--- src/rtl/ia_pkg.sv ---
package ia_pkg;
  localparam int STATUS_W = 8;
  localparam int FLAGS_W  = 5;
  // positions inside the pushed byte; the core's pull logic decodes these
  localparam int BIT_N = 7;
  localparam int BIT_V = 6;
  localparam int BIT_ONE = 5;
  localparam int BIT_BRK = 4;
  // position of the disable flag inside core_flags_i
  localparam int FLG_I = 2;

  typedef enum logic [1:0] {
    PUSH_HWINT  = 2'd0,
    PUSH_BREAK  = 2'd1,
    PUSH_STATUS = 2'd2,
    PUSH_RSVD   = 2'd3
  } push_src_e;

  typedef enum logic {
    SVC_MASKABLE = 1'b0,
    SVC_NONMASK  = 1'b1
  } svc_kind_e;
endpackage

--- src/rtl/ia_sync.sv ---
module ia_sync #(
  parameter int   STAGES    = 2,
  parameter logic RESET_VAL = 1'b0
) (
  input  logic clk,
  input  logic rst_n,
  input  logic d,
  output logic q
);
  logic [STAGES-1:0] stage_q;

  generate
    for (genvar i = 0; i < STAGES; i++) begin : g_stage
      if (i == 0) begin : g_first
        always_ff @(posedge clk or negedge rst_n) begin
          if (!rst_n) stage_q[0] <= RESET_VAL;
          else        stage_q[0] <= d;
        end
      end else begin : g_next
        always_ff @(posedge clk or negedge rst_n) begin
          if (!rst_n) stage_q[i] <= RESET_VAL;
          else        stage_q[i] <= stage_q[i-1];
        end
      end
    end
  endgenerate

  assign q = stage_q[STAGES-1];
endmodule

--- src/rtl/ia_nmi_latch.sv ---
module ia_nmi_latch (
  input  logic clk,
  input  logic rst_n,
  input  logic line_n,   // synchronized, active low
  input  logic clear,    // accepted non-maskable service
  output logic pending
);
  logic last_q;
  logic fall;

  assign fall = last_q & ~line_n;

  always_ff @(posedge clk or negedge rst_n) begin
    if (!rst_n) begin
      last_q  <= 1'b1;
      pending <= 1'b0;
    end else begin
      last_q <= line_n;
      if (fall)       pending <= 1'b1;   // a new edge beats a clear
      else if (clear) pending <= 1'b0;
    end
  end

  assert_nmi_edge_only_R1: assert property (@(posedge clk) disable iff (!rst_n)
    $rose(pending) |-> $past(fall));
  assert_nmi_holds_R1: assert property (@(posedge clk) disable iff (!rst_n)
    pending && !clear |=> pending);
endmodule

--- src/rtl/ia_ovf_flag.sv ---
module ia_ovf_flag (
  input  logic clk,
  input  logic rst_n,
  input  logic pin,      // synchronized, active high
  input  logic wr,
  input  logic wr_val,
  output logic flag
);
  logic last_q;
  logic rise;

  assign rise = pin & ~last_q;

  always_ff @(posedge clk or negedge rst_n) begin
    if (!rst_n) begin
      last_q <= 1'b0;
      flag   <= 1'b0;
    end else begin
      last_q <= pin;
      if (rise)    flag <= 1'b1;
      else if (wr) flag <= wr_val;
    end
  end

  assert_ovf_sticky_R7: assert property (@(posedge clk) disable iff (!rst_n)
    flag && !wr |=> flag);
  assert_ovf_set_cause_R8: assert property (@(posedge clk) disable iff (!rst_n)
    $rose(flag) |-> $past(rise || (wr && wr_val)));
  assert_ovf_pin_wins_R8: assert property (@(posedge clk) disable iff (!rst_n)
    rise |=> flag);
endmodule

--- src/rtl/irq_status_arbiter.sv ---
module irq_status_arbiter
  import ia_pkg::*;
#(
  parameter int SYNC_STAGES = 2
) (
  input  logic               clk,
  input  logic               rst_n,
  input  logic               nmi_n_i,
  input  logic               irq_n_i,
  input  logic               ovf_set_i,
  input  logic [FLAGS_W-1:0] core_flags_i,
  input  logic [1:0]         push_src_i,
  input  logic               v_wr_i,
  input  logic               v_wr_val_i,
  output logic               svc_valid_o,
  input  logic               svc_ready_i,
  output logic               svc_kind_o,
  output logic               disable_set_o,
  output logic               v_flag_o,
  output logic [STATUS_W-1:0] push_byte_o
);
  logic nmi_n_s, irq_n_s, ovf_s;
  logic nmi_pend;
  logic irq_live;
  logic accept;
  logic brk_bit;

  ia_sync #(.STAGES(SYNC_STAGES), .RESET_VAL(1'b1)) u_sync_nmi (
    .clk(clk), .rst_n(rst_n), .d(nmi_n_i), .q(nmi_n_s));
  ia_sync #(.STAGES(SYNC_STAGES), .RESET_VAL(1'b1)) u_sync_irq (
    .clk(clk), .rst_n(rst_n), .d(irq_n_i), .q(irq_n_s));
  ia_sync #(.STAGES(SYNC_STAGES), .RESET_VAL(1'b0)) u_sync_ovf (
    .clk(clk), .rst_n(rst_n), .d(ovf_set_i), .q(ovf_s));

  ia_nmi_latch u_nmi (
    .clk(clk), .rst_n(rst_n), .line_n(nmi_n_s),
    .clear(accept && (svc_kind_o == SVC_NONMASK)),
    .pending(nmi_pend));

  ia_ovf_flag u_ovf (
    .clk(clk), .rst_n(rst_n), .pin(ovf_s),
    .wr(v_wr_i), .wr_val(v_wr_val_i), .flag(v_flag_o));

  // arbitration: latched non-maskable edge first, then masked level
  assign irq_live      = ~irq_n_s & ~core_flags_i[FLG_I];
  assign svc_valid_o   = nmi_pend | irq_live;
  assign svc_kind_o    = nmi_pend ? SVC_NONMASK : SVC_MASKABLE;
  assign accept        = svc_valid_o & svc_ready_i;
  assign disable_set_o = accept;

  // status byte: break bit lives only here
  assign brk_bit = (push_src_i != PUSH_HWINT);

  always_comb begin
    push_byte_o          = '0;
    push_byte_o[BIT_N]   = core_flags_i[FLAGS_W-1];
    push_byte_o[BIT_V]   = v_flag_o;
    push_byte_o[BIT_ONE] = 1'b1;
    push_byte_o[BIT_BRK] = brk_bit;
    push_byte_o[3:0]     = core_flags_i[3:0];
  end

  assert_nmi_wins_R2: assert property (@(posedge clk) disable iff (!rst_n)
    nmi_pend |-> (svc_valid_o && svc_kind_o == SVC_NONMASK));
  assert_mask_gates_R4: assert property (@(posedge clk) disable iff (!rst_n)
    (svc_valid_o && svc_kind_o == SVC_MASKABLE) |-> !core_flags_i[FLG_I]);
  assert_nmi_stable_R9: assert property (@(posedge clk) disable iff (!rst_n)
    (svc_valid_o && svc_kind_o == SVC_NONMASK && !svc_ready_i) |=>
      (svc_valid_o && svc_kind_o == SVC_NONMASK));
  assert_hw_push_clear_R6: assert property (@(posedge clk) disable iff (!rst_n)
    (push_src_i == PUSH_HWINT) |-> !push_byte_o[BIT_BRK]);
endmodule

--- config.mk ---
export PLATFORM = sky130hd
export DESIGN_NAME = irq_status_arbiter
export DESIGN_NICKNAME = d
export VERILOG_FILES = /design/src/rtl/ia_pkg.sv /design/src/rtl/ia_sync.sv /design/src/rtl/ia_nmi_latch.sv /design/src/rtl/ia_ovf_flag.sv /design/src/rtl/irq_status_arbiter.sv
export SDC_FILE = /design/constraint.sdc
export NUM_CORES = 1
export LEC_CHECK = 0
export BUFFER_PORTS_ARGS = -buffer_cell sky130_fd_sc_hd__buf_2
export CAP_MARGIN = 20
export CORE_AREA = 2 2 39 41
export DETAILED_ROUTE_END_ITERATION = 8
export DIE_AREA = 0 0 41 43
export GPL_ROUTABILITY_DRIVEN = 0
export SLEW_MARGIN = 20
export SYNTH_ARGS = -nofsm -noshare
export SYNTH_HDL_FRONTEND = slang
export SYNTH_HIERARCHICAL = 1
export SYNTH_SLANG_ARGS = --single-unit
--- constraint.sdc ---
create_clock -name clk -period 1.03 [get_ports clk]
set_clock_uncertainty 0.05 [all_clocks]
set_input_delay 0.103 -clock clk [delete_from_list [all_inputs] [get_ports clk]]
set_output_delay 0.103 -clock clk [all_outputs]
set_load 0.005 [all_outputs]
## After elaboration in Yosys (flattened, before gate mapping)

Cells that the tools add are included.

| operators by class | value |
|---|---|
| bitwise logic cells | 9 |
| multiplexer cells | 5 |
| reductions and logical operators | 4 |

Operators by type and width:

| operator | count |
|---|---|
| $reduce_bool 2->1 | 3 |
| $mux 1 | 5 |
| $and 1x1->1 | 4 |
| $not 1->1 | 4 |
| $logic_and 1x1->1 | 1 |
| $or 1x1->1 | 1 |

| storage, ports and cells | value |
|---|---|
| register bits | 10 |
| logic and storage cells | 28 |
| output and inout bits | 12 |

## Depth between registers and ports, before layout

Gate-level depths: netlist (run 1).

| logic depth | value |
|---|---|
| depth in word-level cells | 7 |
| mapped depth | 2 |
| gate-level depth less buffers | 2 |

## Cells and area by module

Netlist (run 1), hierarchy kept.

Modules (own cells, without submodules):

| module | cells an instance | seq. area each (µm²) | times used | area an instance (µm²) |
|---|---|---|---|---|
| ia_sync (u_sync_irq ...) | 2 | 52.6 | 2 | 52.6 |
| irq_status_arbiter | 13 | 0.0 | 1 | 102.6 |
| ia_nmi_latch | 5 | 51.3 | 1 | 71.3 |
| ia_ovf_flag | 5 | 50.0 | 1 | 68.8 |
| ia_sync (u_sync_ovf) | 2 | 50.0 | 1 | 50.0 |

## Worst setup path after synthesis (run 1)

No wires, ideal clock.

| timing | value |
|---|---|
| path kind | flip-flop to output port |
| start | register u_sync_irq.stage_q[1] (netlist: u_sync_irq/q) |
| end | output port disable_set_o |
| path buffers | 0 |
| data arrival time | 0.736 ns |
| slack | 0.141 ns |
| stages on the path, launching flop included | 3 |
| cells stage by stage | dfstp_2 o21bai_4 and2_1 |

| between the ends | value |
|---|---|
| cells in the longest elaborated chain, start to end | 4 |

RTL lines:

| what | RTL line | text |
|---|---|---|
| start, declared | ia_sync.sv:10 | `logic [STAGES-1:0] stage_q;` |
| start signal, assigned by index | ia_sync.sv:22 | `else stage_q[i] <= stage_q[i-1];` |
| $not 1->1 | irq_status_arbiter.sv:45 | `assign irq_live = ~irq_n_s & ~core_flags_i[FLG_I];` |
| $and 1x1->1 | irq_status_arbiter.sv:45 |  |
| $or 1x1->1 | irq_status_arbiter.sv:46 | `assign svc_valid_o = nmi_pend \| irq_live;` |
| named net svc_valid_o | irq_status_arbiter.sv:15 | `output logic svc_valid_o,` |
| $and 1x1->1 | irq_status_arbiter.sv:48 | `assign accept = svc_valid_o & svc_ready_i;` |
| end, declared | irq_status_arbiter.sv:18 | `output logic disable_set_o,` |

The timed path passes the listed nets, and every way through them passes these cells.

## Worst setup path in the final report (run 1)

| timing | value |
|---|---|
| start | register u_sync_irq.stage_q[1] (netlist: u_sync_irq/q) |
| end | output port disable_set_o |

| between the ends | value |
|---|---|
| cells in the longest elaborated chain, start to end | 4 |

RTL lines:

| what | RTL line |
|---|---|
| $not 1->1 | irq_status_arbiter.sv:45 |
| $and 1x1->1 | irq_status_arbiter.sv:45 |
| $or 1x1->1 | irq_status_arbiter.sv:46 |
| $and 1x1->1 | irq_status_arbiter.sv:48 |

Every way passes these cells.

==> out/metrics.csv, run 1 <==
metric;value;unit
dpl hpwl;421;um
Peak VDD IR;0.889;mV
Distinct cells, synth;12;
sequential share of the synthesized area;64.5;%
CP required;0.88;ns
total congestion overflow;0;
fin crit share;121;%
Post-route DRC;0;
Post-Route WL;578;um
worst setup path category;flip-flop to output port;
CORE AREA;1380;sq um
largest area contributor in the netlist;dfstp_2;
Critical Path End;disable_set_o;
R2R Path Start;u_nmi/last_q$_DFF_PN1_;
switching pwr;0.186;mW
first-pass GRT wire length;1010;um
area delta synth->final;32.7;%
Gate Count Post-Synth;29;
DRT iter0 DRCs;0;
max cap viols;0;
unrepaired setup endpoints after global routing;yes;
via count of the first global-routing pass;253;
post-route setup slack;-0.217;ns
Crit. Startpoint;u_sync_irq/q$_DFF_PN1_;
failing checks;negative setup slack;
antenna violations before repair;0;
clock network fraction of total power;38.2;%
Final Hold Viols;0;
drt pass-1 iters;1;
critical-path cell list;o21bai_4 > and2_4 > buf_6;
Int Power;0.717;mW
YS warnings;6;
total CTS buffers;3;
R2R cell count;2;
Area contributors post-synth;dfstp_2, dfrtp_1, buf_4;
CTS Buffer Depth;2;
Finished Layout Cells;62;
post-synth top area share;33.0;%
largest net degree at the start of global routing;11;
GRT Util Overall;9.35;%
Port Buffers;17;
Die Wd;41;um
Skew-Pair Late Insertion Delay;0.26;ns
crit path DAT;1.09;ns
Min-Delay Path Class;input pin to flip-flop;
Worst R2R Setup Slack;0.22;ns
Gate power share;13.1;%
Clock transition at path regs;0.06;ns
CP endpoint kind;output port;
WL/cell;9.32;um
status;finished with violations;
leakage;0.260;nW
number of post-CTS setup repair buffers;0;
Layout Nets;62;
pwr/cell area;1710;nW/um^2
DRT antenna net count;0;
Max Freq;802;MHz
Die Y;43;um
H-Tree Depth;1;
Initial Util;28.8;%
Vias per Instance;3.79;
mapped cell area;398;sq um
worst reg2reg path endpoint;u_nmi/pending$_DFFE_PN0P_;
Post-Place Worst Slack;0.0397;ns
Critical-path top delay cell;dfstp_2;
layout cells sized above 1;67.4;%
total number of vias;235;
IO Count;27;
Final Slew Violations;0;
Row Count;14;
Mean Syn Cell Area;13.7;sq um
Sw Ratio;20.6;%
Sink Count;10;
critical-path maximum fanout;2;
Mapped Nets;44;
cell total after placement;54;
Ant. Diodes;0;
Seq pwr share;48.8;%
Root Buffer;clkbuf_4;
delay of the slowest critical-path stage;0.54;ns
final setup vio count;2;
Startpoint Class;flip-flop;
CTS tree;done;
Period minus WS final;1.25;ns
Yosys reg bits;10;
die area;1760;sq um
==> per-stage QoR <==
stage | setup TNS, ns | hold WS, ns | util [%] | total power, mW | cell area [sq um]
after global routing | -0.409 | 0.0588 | 38.2 | 0.970 | 528
after detailed placement | 0 | -0.0740 | 32.0 | 0.546 | 443
after CTS | -0.354 | 0.0301 | 37.5 | 0.914 | 519
final | -0.320 | 0.0309 | 38.2 | 0.903 | 528
after floorplan | 0 | -0.243 | - | 0.515 | 398
after global placement | 0 | -0.0839 | 32.0 | 0.544 | 443
==> registers in the layout (all words and copies together) (netlist names) <==
signal and flops:
u_ovf/flag 1, u_sync_irq/stage_q 1, u_sync_nmi/q 1, u_nmi/pending 1
u_sync_ovf/q 1, u_ovf/last_q 1, u_sync_nmi/stage_q 1, u_sync_ovf/stage_q 1
u_sync_irq/q 1, u_nmi/last_q 1
==> metal layers <==
layer  up-vias  routed length (um)  global-route usage, %
met5         -                   0                      0
met3         0                  82                   7.85
li1        113                   -                      -
met2        17                 283                   13.1
met4         0                   0                   6.00
met1       105                 211                   8.70
==> logic make-up after synthesis <==
family | count (synthesis) | synth area share, %
AO/OA/AOI/OAI | 3 | 9.12
buffers and inverters | 11 | 17.9
flip-flops | 10 | 64.5
multiplexers | 1 | 2.52
other | 1 | 0.942
AND/OR/NAND/NOR | 3 | 5.03
==> power groups by stage <==
stage | combinational, mW | sequential, mW | clock [mW]
6_report | 0.118 | 0.441 | 0.345
5_1_grt | 0.134 | 0.444 | 0.392
4_1_cts | 0.110 | 0.441 | 0.363
3_5_place_dp | 0.0986 | 0.448 | 0
3_3_place_gp | 0.0979 | 0.446 | 0
2_1_floorplan | 0.0680 | 0.447 | 0
==> area by class of cell <==
class	count	area, sq um
Multi-Input combinational cell	8	72.6
Clock buffer	4	36.3
Tap cell	16	20.0
Inverter	3	11.3
Fill cell	137	856
Sequential cell	10	256
Timing Repair Buffer	21	131
==> critical path: cells and delay by family (launching register included) <==
family                 cells  cell delay (ns)
AOI/OAI and AO/OA          1             0.05
buffers and inverters      1             0.10
DFF                        1             0.54
and+or+nand+nor            1             0.13
==> cells in the final DEF (no fill, tap or decap) <==
master	count
buf_2	16
buf_6	1
or2_2	1
dlygate4sd3_1	4
clkbuf_4	3
o21ai_1	1
conb_1	1
o21bai_4	1
and2_2	1
inv_1	3
o22ai_2	1
dfrtp_1	5
mux2i_1	1
dfstp_2	5
and2_4	1
clkbuf_8	1
==> what timing repair did <==
| item | in CTS | in global routing |
|---|---|---|
| hold buffers | 4 | 0 |
| gates cloned | 0 | 0 |
| gates resized for setup | 0 | 2 |
| endpoints found under the setup margin | 2 | 2 |
| pin swaps | 1 | 0 |
| endpoints found under the hold margin | 13 | 0 |
==> how the worst min path moves through the flow <==
stage / slack (ns) / startpoint / end / cells after the start
final: 0.03 / v_wr_val_i / u_ovf/flag$_DFFE_PN0P_ / 3
after global routing: 0.06 / v_wr_val_i / u_ovf/flag$_DFFE_PN0P_ / 3
after detailed placement: -0.07 / rst_n / u_sync_ovf/stage_q[0]$_DFF_PN0_ / 1
after CTS: 0.03 / v_wr_val_i / u_ovf/flag$_DFFE_PN0P_ / 3
after global placement: -0.08 / rst_n / u_sync_ovf/stage_q[0]$_DFF_PN0_ / 1
after floorplan: -0.24 / rst_n / u_nmi/pending$_DFFE_PN0P_ / 0
==> synthesized netlist by cell type <==
library cell and count:
o22ai_2 1, inv_1 3, and2_1 1, dfstp_2 5, mux2i_1 1, buf_4 8, and2_2 1, o21bai_4 1
conb_1 1, dfrtp_1 5, or2_2 1, o21ai_1 1
Note: power is estimated with default switching activity, not from simulation.
==> run 2: changes to the inputs <==
--- a/config.mk
+++ b/config.mk
@@ -11,6 +11,8 @@
 export DETAILED_ROUTE_END_ITERATION = 8
 export DIE_AREA = 0 0 41 43
 export GPL_ROUTABILITY_DRIVEN = 0
+export HOLD_SLACK_MARGIN = 0.03
+export REMOVE_ABC_BUFFERS = 1
 export SLEW_MARGIN = 20
 export SYNTH_ARGS = -nofsm -noshare
 export SYNTH_HDL_FRONTEND = slang
==> run 2 against run 1 <==
Effect of this change:
- non-clock buffer count rose by 1
- the run still ends with negative setup slack left
- utilization down 0.63 points
- global-route usage decreased by 1.7 points
- hold slack better by 0.0097 ns
- largest power group unchanged
- first-iteration DRC count increased by 2
- sequential cell count unchanged
- highest routed layer unchanged
==> out/metrics.csv, run 2 (synthesis results as in run 1) <==
metric;value;unit
Sw Ratio;21.3;%
crit path DAT;1.10;ns
Critical path buffers and inverters;1;
total congestion overflow;0;
Skew-Pair Late Insertion Delay;0.26;ns
Min-Delay Path Class;input pin to flip-flop;
Die Y;43;um
commonest non-fill, non-tap cell in the layout;buf_2;
Total Power;0.821;mW
total CTS buffers;3;
IO Count;27;
CTS tree;done;
Final Slew Violations;0;
die area;1760;sq um
Die Wd;41;um
max cap viols;0;
GRT Util Overall;7.67;%
Seq pwr share;53.7;%
area delta synth->final;30.5;%
Max Freq;799;MHz
leakage;0.254;nW
critical-path cell list;o21bai_4 > and2_1 > buf_2;
Port Buffers;17;
total number of vias;246;
Startpoint Class;flip-flop;
Int Power;0.647;mW
CP endpoint kind;output port;
Initial Util;28.8;%
cell total after placement;54;
status;finished with violations;
most frequent cells in the layout;buf_2, dlygate4sd3_1, dfstp_2, dfrtp_1;
Period minus WS final;1.25;ns
Gate power share;13.6;%
Post-route DRC;0;
critical-path maximum fanout;2;
Root Buffer;clkbuf_4;
Row Count;14;
DRT antenna net count;0;
dpl hpwl;362;um
CORE AREA;1380;sq um
Vias per Instance;3.90;
Peak VDD IR;0.899;mV
Clock transition at path regs;0.07;ns
final setup vio count;2;
unrepaired setup endpoints after global routing;yes;
worst setup path category;flip-flop to output port;
clock network fraction of total power;32.7;%
via count of the first global-routing pass;218;
Final Hold Viols;0;
R2R cell count;2;
Sink Count;10;
failing checks;negative setup slack;
Post-Route WL;508;um
fin crit share;122;%
Fill cells;137;
Layout Nets;63;
antenna violations before repair;0;
H-Tree Depth;1;
Ant. Diodes;0;
Finished Layout Cells;63;
post-route setup TNS;-0.322;ns
CP required;0.88;ns
drt pass-1 iters;2;
delay of the slowest critical-path stage;0.54;ns
CTS Buffer Depth;2;
first-pass GRT wire length;807;um
pwr/cell area;1580;nW/um^2
instance count on the critical path;3;
DRT iter0 DRCs;2;
switching pwr;0.175;mW
hold depth;3;
WL/cell;8.06;um
largest net degree at the start of global routing;11;
Util after Layout;37.5;%
Top Family by Delay on Critical Path;flip-flops;
post-route setup slack;-0.222;ns
layout cells sized above 1;61.7;%
Critical-path top delay cell;dfstp_2;
run 2: path summary, 6_finish.rpt:
path	start	endpoint	slack [ns]
worst max-delay path	u_sync_irq/q$_DFF_PN1_	disable_set_o	-0.22
worst min-delay path	v_wr_i	u_ovf/flag$_DFFE_PN0P_	0.04
worst max register to register	u_nmi/last_q$_DFF_PN1_	u_nmi/pending$_DFFE_PN0P_	0.22
worst min register to register	u_sync_ovf/stage_q[0]$_DFF_PN0_	u_sync_ovf/q$_DFF_PN0_	0.29
max in group asynchronous	rst_n	u_sync_nmi/stage_q[0]$_DFF_PN1_	0.50
min in group asynchronous	rst_n	u_ovf/last_q$_DFF_PN0_	0.17
run 2: what timing repair did:
item,CTS,global route
setup buffers,0,0
endpoints found under the setup margin,2,2
pin swaps,1,0
hold buffers,5,0
gates resized for setup,0,0
endpoints found under the hold margin,14,0
run 2: power groups by stage:
stage	sequential [mW]	clock (mW)	combinational, mW
global route	0.445	0.306	0.126
detailed placement	0.449	0	0.0979
finish	0.441	0.269	0.111
global placement	0.446	0	0.0979
CTS	0.442	0.287	0.113
floorplan	0.448	0	0.0412
run 2: through the flow:
step,hold slack [ns],cell area [sq um],setup slack [ns]
global route,0.0558,519,-0.272
detailed placement,-0.0822,443,0.0377
global placement,-0.0842,443,0.0491
CTS,0.0375,519,-0.241
floorplan,-0.243,338,0.141
finish,0.0406,519,-0.222
run 2: worst register-to-register path: cells and delay by family, from the launching register on:
family,cells,cell delay (ns)
buf+inv,1,0.04
flops,1,0.51
compound gates,1,0.14
run 2: layout make-up:
cell class	instances	area, sq um	area share, %
clock buffers	4	26.3	5.06
inverters	3	11.3	2.17
multi-input cells	8	70.1	13.5
flip-flops and latches	10	256	49.4
well taps	16	20.0	3.86
repair buffers	22	135	26.0
run 2: metal layers:
layer,wire (um),vias to the layer above,GRT usage [%]
met3,68,0,8.90
met4,0,0,4.00
met2,210,19,10.0
met1,229,110,6.83
li1,-,117,-
met5,0,-,0
==> run 3: changes to the inputs <==
--- a/config.mk
+++ b/config.mk
@@ -5,13 +5,14 @@
 export SDC_FILE = /design/constraint.sdc
 export NUM_CORES = 1
 export LEC_CHECK = 0
-export BUFFER_PORTS_ARGS = -buffer_cell sky130_fd_sc_hd__buf_2
+export BUFFER_PORTS_ARGS = -buffer_cell sky130_fd_sc_hd__buf_4
 export CAP_MARGIN = 20
 export CORE_AREA = 2 2 39 41
 export DETAILED_ROUTE_END_ITERATION = 8
 export DIE_AREA = 0 0 41 43
 export GPL_ROUTABILITY_DRIVEN = 0
 export HOLD_SLACK_MARGIN = 0.03
+export PLACE_DENSITY = 0.61
 export REMOVE_ABC_BUFFERS = 1
 export SLEW_MARGIN = 20
 export SYNTH_ARGS = -nofsm -noshare
==> constraint.sdc (replaced) <==
create_clock -name clk -period 1.05 [get_ports clk]
set_clock_uncertainty 0.05 [all_clocks]
set_input_delay 0.105 -clock clk [delete_from_list [all_inputs] [get_ports clk]]
set_output_delay 0.105 -clock clk [all_outputs]
set_load 0.005 [all_outputs]
==> run 3 against run 2 <==
Effect of this change:
- the run still ends with negative setup slack left
- via count stayed put
- worst setup slack better by 0.036 ns
- global-route usage shrank 0.31 points
- first-iteration DRC count did not move
- sequential power shrank 2%
- critical path type unchanged
- total power up 4.2%
- utilization grew 4.9 points
- largest power group unchanged
- clock power decreased by 4%
- final cell count rose by 3.2%
- routed wire length is 15% higher
==> out/metrics.csv, run 3 (synthesis results as in run 1) <==
metric;value;unit
status;finished with violations;
failing checks;negative setup slack;
CP endpoint kind;output port;
WL/cell;9.02;um
pwr/cell area;1460;nW/um^2
Util after Layout;42.4;%
leakage;0.284;nW
total CTS buffers;3;
drt pass-1 iters;4;
crit path DAT;1.08;ns
H-Tree Depth;1;
total number of vias;246;
CP required;0.89;ns
antenna violations before repair;0;
DRT iter0 DRCs;2;
DRT antenna net count;0;
CTS Buffer Depth;2;
max cap viols;0;
die area;1760;sq um
most frequent cells in the layout;buf_4, dlygate4sd3_1, dfstp_2, dfrtp_1;
Port Buffers;17;
Skew-Pair Late Insertion Delay;0.25;ns
fin crit share;118;%
critical-path maximum fanout;2;
CORE AREA;1380;sq um
Initial Util;28.8;%
Ant. Diodes;0;
Vias per Instance;3.78;
Layout Nets;65;
Critical-path top delay cell;dfstp_2;
largest net degree at the start of global routing;11;
first-pass GRT wire length;814;um
Die Wd;41;um
Period minus WS final;1.24;ns
delay of the slowest critical-path stage;0.54;ns
area delta synth->final;47.5;%
Clock transition at path regs;0.06;ns
layout cells sized above 1;65.3;%
Post-route DRC;0;
via count of the first global-routing pass;204;
Post-Route WL;586;um
Crit. Startpoint;u_sync_irq/q$_DFF_PN1_;
Cell Area, Placed;485;sq um
Min-Delay Path Class;input pin to flip-flop;
design area;587;sq um
Max Freq;809;MHz
hold path start;v_wr_i;
post-route setup TNS;-0.368;ns
IO Count;27;
GRT Util Overall;7.36;%
Peak VDD IR;0.700;mV
post-route setup slack;-0.186;ns
worst setup path category;flip-flop to output port;
Root Buffer;clkbuf_4;
total congestion overflow;0;
Final Hold Viols;0;
Startpoint Class;flip-flop;
commonest non-fill, non-tap cell in the layout;buf_4;
Critical path buffers and inverters;1;
unrepaired setup endpoints after global routing;yes;
Sink Count;10;
Top Family by Delay on Critical Path;flip-flops;
hold slack final;0.0402;ns
R2R Path Start;u_nmi/pending$_DFFE_PN0P_;
CTS tree;done;
critical-path cell list;o21bai_4 > and2_4 > buf_6;
Final Slew Violations;0;
final setup vio count;2;
Die Y;43;um
Row Count;14;
[run 3: cell types whose count changed in the layout (fill, tap and decap cells not counted), sizes merged]
cell	previous run	this run
buf	17	19
[run 3: worst paths after layout]
path	endpoint	slack (ns)	cells after the start
setup / recovery	disable_set_o	-0.19	3
hold / removal	u_ovf/flag$_DFFE_PN0P_	0.04	3
setup reg to reg	u_nmi/pending$_DFFE_PN0P_	0.14	3
hold reg to reg	u_sync_ovf/q$_DFF_PN0_	0.30	0
max in group asynchronous	u_sync_irq/q$_DFF_PN1_	0.56	2
min in group asynchronous	u_sync_ovf/stage_q[0]$_DFF_PN0_	0.17	2
[run 3: metal layers]
layer,up-vias,wire length [um],global-route usage [%]
met2,20,265,10.3
met3,0,73,4.19
li1,118,-,-
met5,-,0,0
met1,108,247,8.53
met4,0,0,4.00
[run 3: tightest hold or removal path, cell delays in order]
cell	delay [ns]
buf_4	0.08
mux2i_1	0.06
o21ai_1	0.06
[run 3: final cells by class]
class | instances | area [sq um]
fillers | 138 | 797
flip-flops and latches | 10 | 256
repair buffers | 24 | 200
multi-input cells | 8 | 72.6
well taps | 16 | 20.0
inverters | 3 | 11.3
clock buffers | 4 | 26.3
[run 3: timing repair]
item | CTS | global route
endpoints found under the setup margin | 2 | 2
setup buffers | 0 | 2
hold buffers | 5 | 0
pin swaps | 1 | 0
hold endpoints to repair | 14 | 0
resized for setup | 0 | 3
[run 3: power breakdown]
part	internal (mW)	switching, mW	leakage, nW
clock	0.146	0.113	0.0150
sequential	0.419	0.0141	0.109
combinational	0.117	0.0479	0.160
[run 3: stage by stage]
| stage | worst slack [ns] | power [mW] | instances |
|---|---|---|---|
| global route | -0.224 | 0.912 | 65 |
| finish | -0.186 | 0.856 | 65 |
| global placement | 0.0496 | 0.560 | 54 |
| floorplan | 0.159 | 0.480 | 21 |
| detailed placement | 0.0441 | 0.563 | 54 |
| CTS | -0.222 | 0.851 | 63 |
